File: src/rtl/irq_ack_pkg.sv
package irq_ack_pkg;
    localparam int NUM_LEVELS = 7;
    localparam int LVL_W      = $clog2(NUM_LEVELS + 1);

    typedef enum logic [2:0] {
        ST_IDLE,
        ST_SELECT,
        ST_ASSERT,
        ST_WAIT,
        ST_CAPTURE,
        ST_RELEASE
    } ack_state_e;
endpackage

File: src/rtl/irq_prio_sel.sv
module irq_prio_sel
    import irq_ack_pkg::*;
(
    input  logic [NUM_LEVELS-1:0] req,
    output logic                  any,
    output logic [LVL_W-1:0]      lvl
);
    logic [NUM_LEVELS-1:0] above;
    logic [NUM_LEVELS-1:0] winner;

    assign above[NUM_LEVELS-1] = 1'b0;
    for (genvar g = 0; g < NUM_LEVELS - 1; g++) begin : g_chain
        assign above[g] = above[g+1] | req[g+1];
    end
    assign winner = req & ~above;
    assign any    = |req;

    always_comb begin
        lvl = '0;
        for (int i = 0; i < NUM_LEVELS; i++) begin
            if (winner[i]) lvl = LVL_W'(i + 1);
        end
    end
endmodule

File: src/rtl/irq_ack_timer.sv
module irq_ack_timer #(
    parameter int TO_W = 8
) (
    input  logic            clk,
    input  logic            rst_n,
    input  logic            clear,
    input  logic            run,
    input  logic [TO_W-1:0] limit,
    output logic            expired
);
    logic [TO_W-1:0] cnt_d, cnt_q;

    always_comb begin
        cnt_d = cnt_q;
        if (clear)                 cnt_d = '0;
        else if (run && ~&cnt_q)   cnt_d = cnt_q + 1'b1;
    end

    always_ff @(posedge clk) begin
        if (!rst_n) cnt_q <= '0;
        else        cnt_q <= cnt_d;
    end

    assign expired = run && (cnt_q >= limit);
endmodule

File: src/rtl/irq_result_reg.sv
module irq_result_reg
    import irq_ack_pkg::*;
#(
    parameter int DATA_W = 16
) (
    input  logic              clk,
    input  logic              rst_n,
    input  logic              load,
    input  logic [DATA_W-1:0] status_in,
    input  logic [LVL_W-1:0]  level_in,
    input  logic              ready,
    output logic              valid,
    output logic [DATA_W-1:0] status,
    output logic [LVL_W-1:0]  level
);
    typedef struct packed {
        logic              vld;
        logic [DATA_W-1:0] st;
        logic [LVL_W-1:0]  lv;
    } res_t;

    res_t r_d, r_q;

    always_comb begin
        r_d = r_q;
        if (r_q.vld && ready) r_d.vld = 1'b0;
        if (load) begin
            r_d.vld = 1'b1;
            r_d.st  = status_in;
            r_d.lv  = level_in;
        end
    end

    always_ff @(posedge clk) begin
        if (!rst_n) r_q <= '0;
        else        r_q <= r_d;
    end

    assign valid  = r_q.vld;
    assign status = r_q.st;
    assign level  = r_q.lv;
endmodule

File: src/rtl/irq_ack_handler.sv
module irq_ack_handler
    import irq_ack_pkg::*;
#(
    parameter int DATA_W = 16,
    parameter int TO_W   = 8
) (
    input  logic              clk,
    input  logic              rst_n,
    input  logic [6:0]        irq_req,
    input  logic [6:0]        level_mask,
    input  logic [TO_W-1:0]   timeout_limit,
    output logic              iack_out,
    output logic [2:0]        addr_lvl,
    input  logic [DATA_W-1:0] data_in,
    input  logic              dtack,
    output logic              host_valid,
    input  logic              host_ready,
    output logic [DATA_W-1:0] host_status,
    output logic [2:0]        host_level,
    output logic              bus_err
);
    typedef struct packed {
        ack_state_e        st;
        logic [LVL_W-1:0]  lvl;
        logic [DATA_W-1:0] cap;
        logic              err;
    } ctl_t;

    ctl_t c_d, c_q;

    logic [NUM_LEVELS-1:0] pending;
    logic                  sel_any;
    logic [LVL_W-1:0]      sel_lvl;
    logic                  tmr_clear;
    logic                  tmr_expired;
    logic                  res_load;

    assign pending = irq_req & level_mask;

    irq_prio_sel u_sel (
        .req (pending),
        .any (sel_any),
        .lvl (sel_lvl)
    );

    irq_ack_timer #(.TO_W(TO_W)) u_tmr (
        .clk     (clk),
        .rst_n   (rst_n),
        .clear   (tmr_clear),
        .run     (c_q.st == ST_WAIT),
        .limit   (timeout_limit),
        .expired (tmr_expired)
    );

    irq_result_reg #(.DATA_W(DATA_W)) u_res (
        .clk       (clk),
        .rst_n     (rst_n),
        .load      (res_load),
        .status_in (c_q.cap),
        .level_in  (c_q.lvl),
        .ready     (host_ready),
        .valid     (host_valid),
        .status    (host_status),
        .level     (host_level)
    );

    always_comb begin
        c_d       = c_q;
        c_d.err   = 1'b0;
        tmr_clear = 1'b0;
        res_load  = 1'b0;
        case (c_q.st)
            ST_IDLE: begin
                if (!host_valid && !dtack && sel_any) c_d.st = ST_SELECT;
            end
            ST_SELECT: begin
                if (sel_any) begin
                    c_d.lvl = sel_lvl;
                    c_d.st  = ST_ASSERT;
                end else begin
                    c_d.st  = ST_IDLE;
                end
            end
            ST_ASSERT: begin
                tmr_clear = 1'b1;
                c_d.st    = ST_WAIT;
            end
            ST_WAIT: begin
                if (dtack) begin
                    c_d.cap = data_in;
                    c_d.st  = ST_CAPTURE;
                end else if (tmr_expired) begin
                    c_d.err = 1'b1;
                    c_d.st  = ST_IDLE;
                end
            end
            ST_CAPTURE: begin
                res_load = 1'b1;
                c_d.st   = ST_RELEASE;
            end
            ST_RELEASE: begin
                if (!dtack) c_d.st = ST_IDLE;
            end
            default: c_d.st = ST_IDLE;
        endcase
    end

    always_ff @(posedge clk) begin
        if (!rst_n) begin
            c_q     <= '0;
            c_q.st  <= ST_IDLE;
        end else begin
            c_q     <= c_d;
        end
    end

    assign iack_out = (c_q.st == ST_ASSERT) || (c_q.st == ST_WAIT) ||
                      (c_q.st == ST_CAPTURE);
    assign addr_lvl = iack_out ? c_q.lvl : '0;
    assign bus_err  = c_q.err;
endmodule

File: config.mk
export PLATFORM = sky130hd
export DESIGN_NAME = irq_ack_handler
export DESIGN_NICKNAME = d
export VERILOG_FILES = /design/src/rtl/irq_ack_pkg.sv /design/src/rtl/irq_prio_sel.sv /design/src/rtl/irq_ack_timer.sv /design/src/rtl/irq_result_reg.sv /design/src/rtl/irq_ack_handler.sv
export SDC_FILE = /design/constraint.sdc
export NUM_CORES = 1
export LEC_CHECK = 0
export BUFFER_PORTS_ARGS = -buffer_cell sky130_fd_sc_hd__buf_2
export CORE_MARGIN = 4
export CORE_UTILIZATION = 50
export DETAILED_ROUTE_END_ITERATION = 8
export MAX_ROUTING_LAYER = met4
export PLACE_DENSITY = 0.83
export SLEW_MARGIN = 20
export SYNTH_ARGS = -nofsm -noshare
export SYNTH_HDL_FRONTEND = slang
export SYNTH_SLANG_ARGS = --single-unit
File: constraint.sdc
create_clock -name clk -period 2.2 [get_ports clk]
set_input_delay 0.33 -clock clk [delete_from_list [all_inputs] [get_ports clk]]
set_output_delay 0.33 -clock clk [all_outputs]
set_load 0.01 [all_outputs]
-- After elaboration in Yosys (flattened, before gate mapping)
Cells that the tools add are included.
- register bits after elaboration: 51
- RAM bits: 0
- bits in latches: 0
- memory bits (read-only): 0
- memories kept: 0
- input bits: 42
- muxes and demuxes: 19
- divide/modulo/power cells: 0
- equal/unequal tests: 8
- order comparisons: 1
- reductions and logical operators: 19
- shifts and indexed selects: 0
- bitwise operators: 10
- $mul: 0
- add/subtract/negate cells: 1
- operators by type and width (cell ; count):
    two-way mux 3 bit ; 11
    two-way mux 20 bit ; 1
    one-hot mux 3 bit (6 select lines) ; 1
    bitwise AND 7 bit ; 2
    adder 8 x 1 -> 8 bit, second input constant ; 1
    >= comparator 8 bit ; 1
    AND reduction 8 bit ; 1
    inverter 6 -> 7 bit ; 1
    OR reduction 7 bit ; 1
    equality test 3 x 2 -> 1 bit, second input constant ; 2
    equality test 3 bit, second input constant ; 2
    logical AND 1 bit ; 5
    two-way mux 1 bit ; 5
    bitwise OR 1 bit ; 5
    inequality test 2 bit, second input constant ; 2
    AND reduction 2 bit ; 2
    equality test 3 x 1 -> 1 bit, second input constant ; 1
    logical NOT 1 bit ; 3
    logical NOT 3 bit ; 1
    inequality test 3 bit, second input constant ; 1
    AND reduction 3 bit ; 1
    OR reduction 3 bit ; 1
    logical OR 1 bit ; 2
    two-way mux 2 bit ; 1
    3 further kinds ; 4

-- Depth between registers and ports, before layout
Gate-level depths: netlist of run 1.
- depth in word-level cells: 15
- depth in mapped cells: 8
- gate-level depth less buffers: 6

-- By module
From an unflattened synthesis of run 1, not the netlist that was laid out.
- cells, all modules: 263
- area, all modules: 2388.5 µm²
- by module, submodules not included (module ; times used ; cells each ; area an instance (µm²)):
    irq_ack_handler ; 1 ; 116 ; 1007.2
    irq_result_reg ; 1 ; 64 ; 753.2
    irq_ack_timer ; 1 ; 72 ; 573.0
    irq_prio_sel ; 1 ; 11 ; 55.1

-- Least setup slack after synthesis of run 1
OpenSTA, ideal clock, no wires.
- path kind: input to register
- start: input port timeout_limit[1]
- end: register c_q[20] in the netlist's numbering
- data arrival time: 1540 ps
- stages on the path: 6
- setup time: 91 ps
- slack: 569 ps
- path buffers: 0
- required time: 2109 ps
- path through: inv_1 > ha_1 > or4_4 > a21oi_2 > o311ai_1 > a311oi_1
- word-level cells in the longest chain between the ends: 4
- RTL lines (item ; RTL line ; source):
    start, declared ; irq_ack_handler.sv:11 ; input logic [TO_W-1:0] timeout_limit,
    >= comparator 8 bit ; irq_ack_timer.sv:24 ; assign expired = run && (cnt_q >= limit);
    logical AND 1 bit ; irq_ack_timer.sv:24 ;
    inequality test 3 bit (no line) ; n/a ;
    AND reduction 3 bit (no line) ; n/a ;
    end, declared ; irq_ack_handler.sv:29 ; ctl_t c_d, c_q;
No other way between the ends.
A chain may end at the register's enable or synchronous reset.

-- Final worst setup path of run 1
- start: register c_q[22] in the netlist's numbering
- end: output port addr_lvl[0]
- word-level cells in the longest chain between the ends: 4
- RTL lines (item ; RTL line ; source):
    equality test 3 x 2 -> 1 bit ; irq_ack_handler.sv:117 ; assign iack_out = (c_q.st == ST_ASSERT) || (c_q.st == ST_WAIT) ||
    logical OR 1 bit ; irq_ack_handler.sv:117 ;
    logical OR 1 bit (*) ; irq_ack_handler.sv:117 ;
    two-way mux 3 bit (*) ; irq_ack_handler.sv:119 ; assign addr_lvl = iack_out ? c_q.lvl : '0;
    end, declared ; irq_ack_handler.sv:13 ; output logic [2:0] addr_lvl,
Every way passes the cells marked *; elsewhere a longest branch is shown, timed or not.

==> results of run 1 <==
==> Yosys cell counts, types with 3 or more instances <==
cell type and n:
sky130_fd_sc_hd__xor2_1 5, sky130_fd_sc_hd__o211ai_1 3, sky130_fd_sc_hd__dfxtp_1 51, sky130_fd_sc_hd__a311oi_1 3, sky130_fd_sc_hd__a31oi_1 3, sky130_fd_sc_hd__ha_1 9, sky130_fd_sc_hd__buf_4 3, sky130_fd_sc_hd__a22oi_1 3
sky130_fd_sc_hd__a21oi_1 42, sky130_fd_sc_hd__nand3_1 3, sky130_fd_sc_hd__nand2_1 79, sky130_fd_sc_hd__clkbuf_1 7, sky130_fd_sc_hd__nor2b_1 5, sky130_fd_sc_hd__buf_2 3, sky130_fd_sc_hd__inv_1 12, sky130_fd_sc_hd__nor2_1 14
==> path summary, 6_finish.rpt <==
kind / start / endpoint / slack, ns
min reg2reg: u_res.status[9]$_SDFFE_PN0P_ / u_res.status[9]$_SDFFE_PN0P_ / 0.46
min: data_in[8] / c_q[9]$_SDFFE_PN0P_ / 0.25
max: c_q[22]$_SDFFE_PN0P_ / addr_lvl[0] / 0.38
max reg2reg: u_tmr.cnt_q[2]$_SDFFE_PP0P_ / c_q[20]$_SDFFE_PN0P_ / 0.42
==> cell type report <==
| type | count | area (um^2) |
|---|---|---|
| clock inverter | 3 | 47.55 |
| tap | 52 | 65.06 |
| sequential | 51 | 1021 |
| timing repair buffer | 70 | 360.3 |
| multi-input combinational | 206 | 1145 |
| clock buffer | 5 | 68.82 |
| fill | 404 | 1658 |
| inverter | 13 | 48.80 |
==> layer usage <==
| metal | wire length (um) | global-route usage |
|---|---|---|
| met2 | 2510 | 0.3146 |
| met3 | 311 | 0.04749 |
| met1 | 2213 | 0.2264 |
| met4 | 39 | 0.06990 |
| met5 | 0 | - |
==> layout by cell type (no fill, tap or decap), types with 2 or more instances in the layout <==
cell type and count:
sky130_fd_sc_hd__nor2b_1 5, sky130_fd_sc_hd__xor2_1 5, sky130_fd_sc_hd__nand3_1 3, sky130_fd_sc_hd__inv_1 12
sky130_fd_sc_hd__a21o_1 2, sky130_fd_sc_hd__a31oi_1 3, sky130_fd_sc_hd__a21oi_1 42, sky130_fd_sc_hd__and3_1 2
sky130_fd_sc_hd__dfxtp_1 51, sky130_fd_sc_hd__and4_1 2, sky130_fd_sc_hd__clkbuf_8 5, sky130_fd_sc_hd__ha_1 9
sky130_fd_sc_hd__o2111ai_1 2, sky130_fd_sc_hd__nand2_1 79, sky130_fd_sc_hd__and2_1 2, sky130_fd_sc_hd__o21ai_0 2
sky130_fd_sc_hd__nand2b_1 2, sky130_fd_sc_hd__a22oi_1 3, sky130_fd_sc_hd__o211ai_1 3, sky130_fd_sc_hd__buf_2 66
sky130_fd_sc_hd__a311oi_1 3, sky130_fd_sc_hd__buf_4 4, sky130_fd_sc_hd__o21ai_1 2, sky130_fd_sc_hd__nor2_1 14
==> worst reg2reg max path, delay by kind of cell (launching register included) <==
| kind | cells | cell delay, ns |
|---|---|---|
| AND/OR/NAND/NOR | 1 | 0.51 |
| flip-flops | 1 | 0.38 |
| AO/OA/AOI/OAI | 3 | 0.58 |
| adder cells (fa/ha/maj) | 1 | 0.22 |
==> stage by stage <==
stage	util	instances	area, um^2
after detailed placement	0.5981	392	2640
after CTS	0.6244	400	2756
after global routing	0.6244	400	2756
after global placement	0.5981	392	2640
after floorplan	-	285	2296
final	0.6244	400	2756
==> registers in the layout (all words and copies together), names as in the netlist <==
signal / cells
u_res.level: 3
u_tmr.cnt_q: 8
u_res.valid: 1
bus_err: 1
c_q: 22
u_res.status: 16
==> power groups by stage <==
| stage | Clock (mW) | Combinational (mW) | Sequential, mW |
|---|---|---|---|
| final | 0.666 | 0.329 | 1.03 |
| after CTS | 0.674 | 0.329 | 1.03 |
| after detailed placement | 0 | 0.327 | 1.06 |
| after global placement | 0 | 0.320 | 1.05 |
| after floorplan | 0 | 0.279 | 1.02 |
| after global routing | 0.715 | 0.374 | 1.05 |
==> kinds of logic (layout without fill, tap and decap cells) <==
logic type	after synthesis	in the layout	share of synthesized area
AND/OR/NAND/NOR	117	117	0.2223
buffers and inverters	28	91	0.05885
XOR/XNOR	6	6	0.02289
flip-flops	51	51	0.4447
adder cells (fa/ha/maj)	9	9	0.04905
multiplexers	2	2	0.009264
AO/OA/AOI/OAI	72	72	0.1929
==> reports/results.tsv, run 1 <==
stage	metric	value	unit
status	status	completed	
worst_setup_path	Worst Path Arrival	1.49	ns
clock_tree	number of levels the H-tree was split into	2	
pwr	Clock Power Share	0.328	
logic_synthesis	synthesized flop and latch total	51	
logic_synthesis	syn_nets	336	
hold_path	WHS Path Cells	3	
floorplanning	die span in x	75.77	um
timing	worst hold-check slack	0.2548	ns
pwr	post-layout total power	2.029	mW
logic_synthesis	number of distinct library cells after synthesis	47	
logic_synthesis	Syn Area/Cell	8.056	um^2
timing	max-slew headroom at the worst pin	0.5139	
drt	via count	2123	
clock_tree	sink count of the clock tree	51	
clock_tree	root buffer cell	sky130_fd_sc_hd__clkbuf_8	
job	Max-Cap Viols	0	
pwr	internal power	1.462	mW
logic_synthesis	number of flops mapped to enable cells by yosys	0	
drt	average wire per cell in the routed design	12.69	um
worst_setup_path	slowest stage delay, CP	0.48	ns
timing	final critical-path setup slack	0.3762	ns
pwr	Gate power share	0.162	
cells_and_area	Diodes inserted	0	
placed_design	Buffers on Ports	66	
cells_and_area	fraction of final layout cells sized beyond drive strength 1	0.2414	
drt	Antenna Violating Nets Remaining	0	
logic_synthesis	leading post-synthesis cells by cell area	sky130_fd_sc_hd__dfxtp_1 44%, sky130_fd_sc_hd__nand2_1 13%, sky130_fd_sc_hd__a21oi_1 9.2%	
placed_design	HPWL Detailed	3.738	mm
worst_setup_path	instance count on the critical path	5	
clock_tree	Clock Path Buffers	2	
logic_synthesis	yosys warns	0	
drt	via/cell ratio	5.308	
global_route	antenna violations before repair	0	
worst_setup_path	capturing element type of the critical path	output pin	
floorplanning	placeable core area	0.004414	mm^2
clock_tree	number of post-CTS setup repair buffers	0	
timing	final setup violation count	0	
timing	f_max	0.5483	GHz
worst_setup_path	cell with the largest stage delay on the worst path	sky130_fd_sc_hd__dfxtp_1	
pwr	VDD IR max	0.0003326	V
global_route	number of global-route vias before repair	1978	
timing	Post-Route Skew	0.005608	ns
drt	number of design rule violations left after detail routing	0	
drt	total wire length	5.075	mm
worst_setup_path	critical path fanouts, max	8	
floorplanning	Die Ht	75.77	um
worst_setup_path	ordered cell list for the critical path	inv_2 > nor3_2 > a21oi_1 > nor2b_1 > buf_2	
worst_setup_path	nature of the critical path startpoint	register	
logic_synthesis	share of async-settable or async-resettable flops after synthesis	0	
pwr	areal power density over the cells	736.3	mW/mm^2
global_route	global router's overall resource usage	0.1917	
floorplanning	initial core utilization	0.5201	
timing	Final Critical Period	1.824	ns
cells_and_area	Final nets	398	
global_route	global-route wire length before repair	8.300	mm
logic_synthesis	share of the synthesized area in the top cell type	0.4447	
drt	DR iter-0 viols	174	
pwr	total leakage power	1.201	nW
logic_synthesis	sequential element share of the synthesized area	0.4447	
timing	setup repair after global routing missed its margin	false	
floorplanning	row cnt	24	
worst_setup_path	worst path required time	1.87	ns
clock_tree	number of buffers added by the clock tree synthesis step	5	
logic_synthesis	number of standard cells after synthesis	285	
timing	transition time of the tightest slew-check pin	0.7274	ns
global_route	pin count of the biggest net entering global routing	23	
cells_and_area	area growth from synthesis to layout	20.05	%
worst_setup_path	kind of cell adding the most delay to the critical path	flip-flops	
pwr	switching power of the nets	0.5670	mW
global_route	final global-route overflow total	0	
clock_tree	clock-pin slew on the worst setup and hold paths	0.10	ns
pwr	proportion of total power due to net switching	0.2794	
timing	post-route fraction of the period consumed by the critical path	0.8290	
placed_design	placer's final routability congestion estimate	0.8454	
logic_synthesis	post-synth design cell area	0.002296	mm^2
logic_synthesis	top cell type by total area after synthesis	sky130_fd_sc_hd__dfxtp_1	
logic_synthesis	most instantiated flip-flop cell in the synthesis netlist	sky130_fd_sc_hd__dfxtp_1	
clock_tree	CTS hold repair buffers	0	
worst_setup_path	buffer and inverter count on the worst path	2	
timing	Max Transition Viols Final	0	
timing	Post-Route Setup TNS	0	ns
placed_design	placement-stage worst setup slack	0.3489	ns
hold_path	class of the tightest hold or removal check	in2reg	
clock_tree	clock tree from TritonCTS	done	
clock_tree	count of instances resized after the clock tree is built	0	
timing	final hold violation count	0	
drt	1st-pass router iterations	4	
clock_tree	Clk Latency, worst-skew pair	0.30	ns
worst_setup_path	Setup Crit Path Kind	reg2out	
pwr	proportion of power drawn by flip-flops and latches	0.510	
worst_setup_path	FF-to-FF path depth	5	
floorplanning	IO Count	67	
floorplanning	Total Die Area	0.005740	mm^2
Note: power is estimated with default switching activity, not from simulation.
==> run 2, diff against run 1 <==
Settings changed: ABC_AREA set to 1, CORE_UTILIZATION 50 to 46, PLACE_DENSITY 0.83 to 0.81.
Clock period 2.2 ns to 1.5 ns, I/O delays scaled along.
==> run 2 against run 1 <==
Net effect: utilization shrank 2.8 points; worst hold slack lost 0.071 ns; flip-flop and latch count is the same; setup slack lost 0.34 ns; global-route usage shrank 1.9 points; clock skew shrank 0.00098 ns; critical path depth grew 1; critical endpoint is now addr_lvl[2]; highest routed layer unchanged; clock power grew 40%.
==> reports/results.tsv, run 2 <==
stage	metric	value	unit	change
global_route	final global-route overflow total	0		unchanged
clock_tree	number of levels the H-tree was split into	2		unchanged
logic_synthesis	synthesized flop and latch total	51		unchanged
cells_and_area	Sequential Area	0.001032	mm^2	+1.1%
timing	setup repair after global routing missed its margin	true		
floorplanning	Die Ht	79.42	um	+4.8%
logic_synthesis	leading post-synthesis cells by instance count	57 x sky130_fd_sc_hd__nand2_1, 51 x sky130_fd_sc_hd__dfxtp_1, 48 x sky130_fd_sc_hd__a21oi_1, 41 x sky130_fd_sc_hd__inv_1, 29 x sky130_fd_sc_hd__o21ai_0		
cells_and_area	area of combinational cells with multiple inputs	0.001104	mm^2	-3.6%
timing	Post-Route Skew	0.004631	ns	-0.0009768 ns
pwr	VDD IR max	0.0004119	V	+24%
global_route	pin count of the biggest net entering global routing	29		+26%
clock_tree	clock tree from TritonCTS	done		
global_route	global-route wire length before repair	8.576	mm	+3.3%
pwr	areal power density over the cells	970.5	mW/mm^2	+32%
logic_synthesis	number of flops mapped to enable cells by yosys	0		unchanged
global_route	antenna violations before repair	0		unchanged
drt	number of design rule violations left after detail routing	0		unchanged
clock_tree	Clk Latency, worst-skew pair	0.30	ns	about the same
timing	final critical-path setup slack	0.03722	ns	-0.3390 ns
drt	average wire per cell in the routed design	11.62	um	-8.4%
logic_synthesis	most instantiated flip-flop cell in the synthesis netlist	sky130_fd_sc_hd__dfxtp_1		
cells_and_area	commonest non-fill, non-tap cells in the layout	66 x sky130_fd_sc_hd__buf_2, 57 x sky130_fd_sc_hd__nand2_1, 47 x sky130_fd_sc_hd__a21oi_1		
clock_tree	Clock Path Buffers	2		unchanged
placed_design	Buffers on Ports	66		unchanged
drt	via count	2185		+2.9%
pwr	post-layout total power	2.787	mW	+37%
cells_and_area	Largest Register	c_q		
timing	Final Critical Period	1.463	ns	
drt	DR iter-0 viols	123		-29%
floorplanning	die span in x	79.42	um	+4.8%
global_route	global router's overall resource usage	0.1728		-0.01898
clock_tree	root buffer cell	sky130_fd_sc_hd__clkbuf_8		
timing	final setup violation count	0		unchanged
logic_synthesis	share of the synthesized area in the top cell type	0.4352		-0.009487
cells_and_area	Final nets	431		+8.3%
clock_tree	number of buffers added by the clock tree synthesis step	5		unchanged
worst_setup_path	slowest stage delay, CP	0.37	ns	-0.11 ns
logic_synthesis	yosys warns	0		unchanged
worst_setup_path	Critical Path Most Common Cell	sky130_fd_sc_hd__nor2_4		
worst_setup_path	ordered cell list for the critical path	nor2_4 > inv_2 > nor2_4 > a21oi_4 > nor2_1 > buf_2		
logic_synthesis	syn_nets	364		+8.3%
timing	post-route fraction of the period consumed by the critical path	0.9752		
logic_synthesis	number of standard cells after synthesis	313		+9.8%
worst_setup_path	Setup Crit Path Kind	reg2out		
cells_and_area	area growth from synthesis to layout	22.40	%	
pwr	internal power	2.062	mW	+41%
timing	f_max	0.6836	GHz	
worst_setup_path	capturing element type of the critical path	output pin		
worst_setup_path	nature of the critical path startpoint	register		
placed_design	HPWL Detailed	3.772	mm	+0.91%
timing	final hold violation count	0		unchanged
hold_path	class of the tightest hold or removal check	in2reg		
timing	Max Transition Viols Final	0		unchanged
timing	max-slew headroom at the worst pin	0.7674		+0.2535
logic_synthesis	sequential element share of the synthesized area	0.4352		-0.009487
floorplanning	Total Die Area	0.006307	mm^2	+9.9%
logic_synthesis	share of async-settable or async-resettable flops after synthesis	0		unchanged
floorplanning	placeable core area	0.004817	mm^2	+9.1%
placed_design	Inst Count DP	439		+12%
pwr	proportion of total power due to net switching	0.2600		-0.01937
placed_design	placement-stage worst setup slack	0.09816	ns	-0.2508 ns
cells_and_area	leading cell type in the layout, fill and taps excluded	sky130_fd_sc_hd__buf_2		
logic_synthesis	Syn Area/Cell	7.495	um^2	-7.0%
timing	transition time of the tightest slew-check pin	0.3457	ns	-0.3817 ns
floorplanning	initial core utilization	0.4870		-0.03311
pwr	proportion of power drawn by flip-flops and latches	0.519		+0.009
cells_and_area	number of flip-flops under the largest register name	22		unchanged
logic_synthesis	leading post-synthesis cells by cell area	sky130_fd_sc_hd__dfxtp_1 44%, sky130_fd_sc_hd__a21oi_1 10%, sky130_fd_sc_hd__nand2_1 9.1%		
timing	worst hold-check slack	0.1840	ns	-0.07080 ns
worst_setup_path	critical path fanouts, max	4		-4
drt	via/cell ratio	4.888		-7.9%
clock_tree	sink count of the clock tree	51		unchanged
worst_setup_path	cell with the largest stage delay on the worst path	sky130_fd_sc_hd__dfxtp_4		
pwr	total leakage power	1.379	nW	+15%
worst_setup_path	worst path required time	1.27	ns	-0.60 ns
drt	Antenna Violating Nets Remaining	0		unchanged
worst_setup_path	Worst Path Arrival	1.24	ns	-0.25 ns
drt	1st-pass router iterations	4		unchanged
pwr	Gate power share	0.146		-0.016
cells_and_area	fraction of final layout cells sized beyond drive strength 1	0.2658		+0.02441
logic_synthesis	post-synth design cell area	0.002346	mm^2	+2.2%
cells_and_area	Diodes inserted	0		unchanged
logic_synthesis	number of distinct library cells after synthesis	31		-34%
job	Max-Cap Viols	0		unchanged
cells_and_area	Filler Cell Count	458		+13%
pwr	switching power of the nets	0.7247	mW	+28%
logic_synthesis	most frequent cell after synthesis	sky130_fd_sc_hd__nand2_1		
pwr	Clock Power Share	0.335		+0.007
logic_synthesis	top cell type by total area after synthesis	sky130_fd_sc_hd__dfxtp_1		
drt	total wire length	5.195	mm	+2.4%
timing	Post-Route Setup TNS	0	ns	unchanged
floorplanning	IO Count	67		unchanged
floorplanning	row cnt	25		+4.2%
placed_design	placer's final routability congestion estimate	0.9128		+8.0%
global_route	number of global-route vias before repair	2018		+2.0%
clock_tree	clock-pin slew on the worst setup and hold paths	0.09	ns	about the same
cells_and_area	final std cells w/o fill	447		+12%
status	status	completed		
run 2: cell types whose count changed after synthesis, moves of 6 or more:
| cell | previous run | this run |
|---|---|---|
| sky130_fd_sc_hd__a21oi_1 | 42 | 48 |
| sky130_fd_sc_hd__inv_1 | 12 | 41 |
| sky130_fd_sc_hd__nand2_1 | 79 | 57 |
| sky130_fd_sc_hd__nand3_1 | 3 | 11 |
| sky130_fd_sc_hd__nor2_1 | 14 | 24 |
| sky130_fd_sc_hd__o21ai_0 | 2 | 29 |
run 2: path summary, 6_finish.rpt:
| check | slack, ns | startpoint | end | depth (start not counted) |
|---|---|---|---|---|
| worst max-delay path | 0.04 | c_q[21]$_SDFFE_PN0P_ | addr_lvl[2] | 6 |
| worst min register to register | 0.45 | c_q[6]$_SDFFE_PN0P_ | c_q[6]$_SDFFE_PN0P_ | 2 |
| worst max register to register | 0.11 | u_tmr.cnt_q[1]$_SDFFE_PP0P_ | u_tmr.cnt_q[4]$_SDFFE_PP0P_ | 9 |
| worst min-delay path | 0.18 | data_in[8] | c_q[9]$_SDFFE_PN0P_ | 3 |
run 2: power by group through the flow:
stage / sequential, mW / combinational, mW / clock (mW)
after floorplan: 1.47 / 0.249 / 0
after global placement: 1.47 / 0.372 / 0
after detailed placement: 1.47 / 0.379 / 0
after CTS: 1.44 / 0.389 / 0.947
after global routing: 1.45 / 0.467 / 1.00
final: 1.45 / 0.407 / 0.932
run 2: layout make-up:
type / instances / area share
Timing Repair Buffer: 70 / 0.1255
Tap cell: 67 / 0.02919
Inverter: 46 / 0.06449
Sequential cell: 51 / 0.3595
Clock buffer: 5 / 0.02397
Clock inverter: 2 / 0.01307
Multi-Input combinational cell: 206 / 0.3843
run 2: timing repair:
action                                  in CTS  in global routing
setup buffers                                0                  1
hold buffers                                 0                  0
resized for setup                            3                  9
endpoints found under the setup margin       4                  7
pin swaps                                    0                  1
endpoints found under the hold margin        0                  0
run 2: worst max-delay path: cells and delay by family (launching register included):
| kind | cells | cell delay [ns] |
|---|---|---|
| compound gates | 1 | 0.06 |
| buf+inv | 2 | 0.19 |
| flops | 1 | 0.37 |
| simple gates | 3 | 0.32 |
run 2: cells by family (layout without fill, tap and decap cells):
| family | Yosys count | after routing | share of synthesized area |
|---|---|---|---|
| flops | 51 | 51 | 0.4352 |
| compound gates | 86 | 86 | 0.1867 |
| fa+ha+maj | 9 | 9 | 0.04800 |
| xor+xnor | 3 | 3 | 0.01440 |
| simple gates | 108 | 108 | 0.2133 |
| buf+inv | 56 | 123 | 0.1024 |
run 2: layer usage:
metal  GRT usage  vias to the layer above  wire length, um
met4     0.05326                        0               99
met3     0.03273                       10              318
met2      0.2820                       76             2442
met1      0.2180                      953             2335
met5           -                        -                0
li1            -                     1146                -
run 2: stage by stage:
step,utilization,cell area (um^2)
floorplan,-,2346
global placement,0.5657,2725
detailed placement,0.5657,2725
CTS,0.5904,2844
global route,0.5961,2872
finish,0.5961,2872
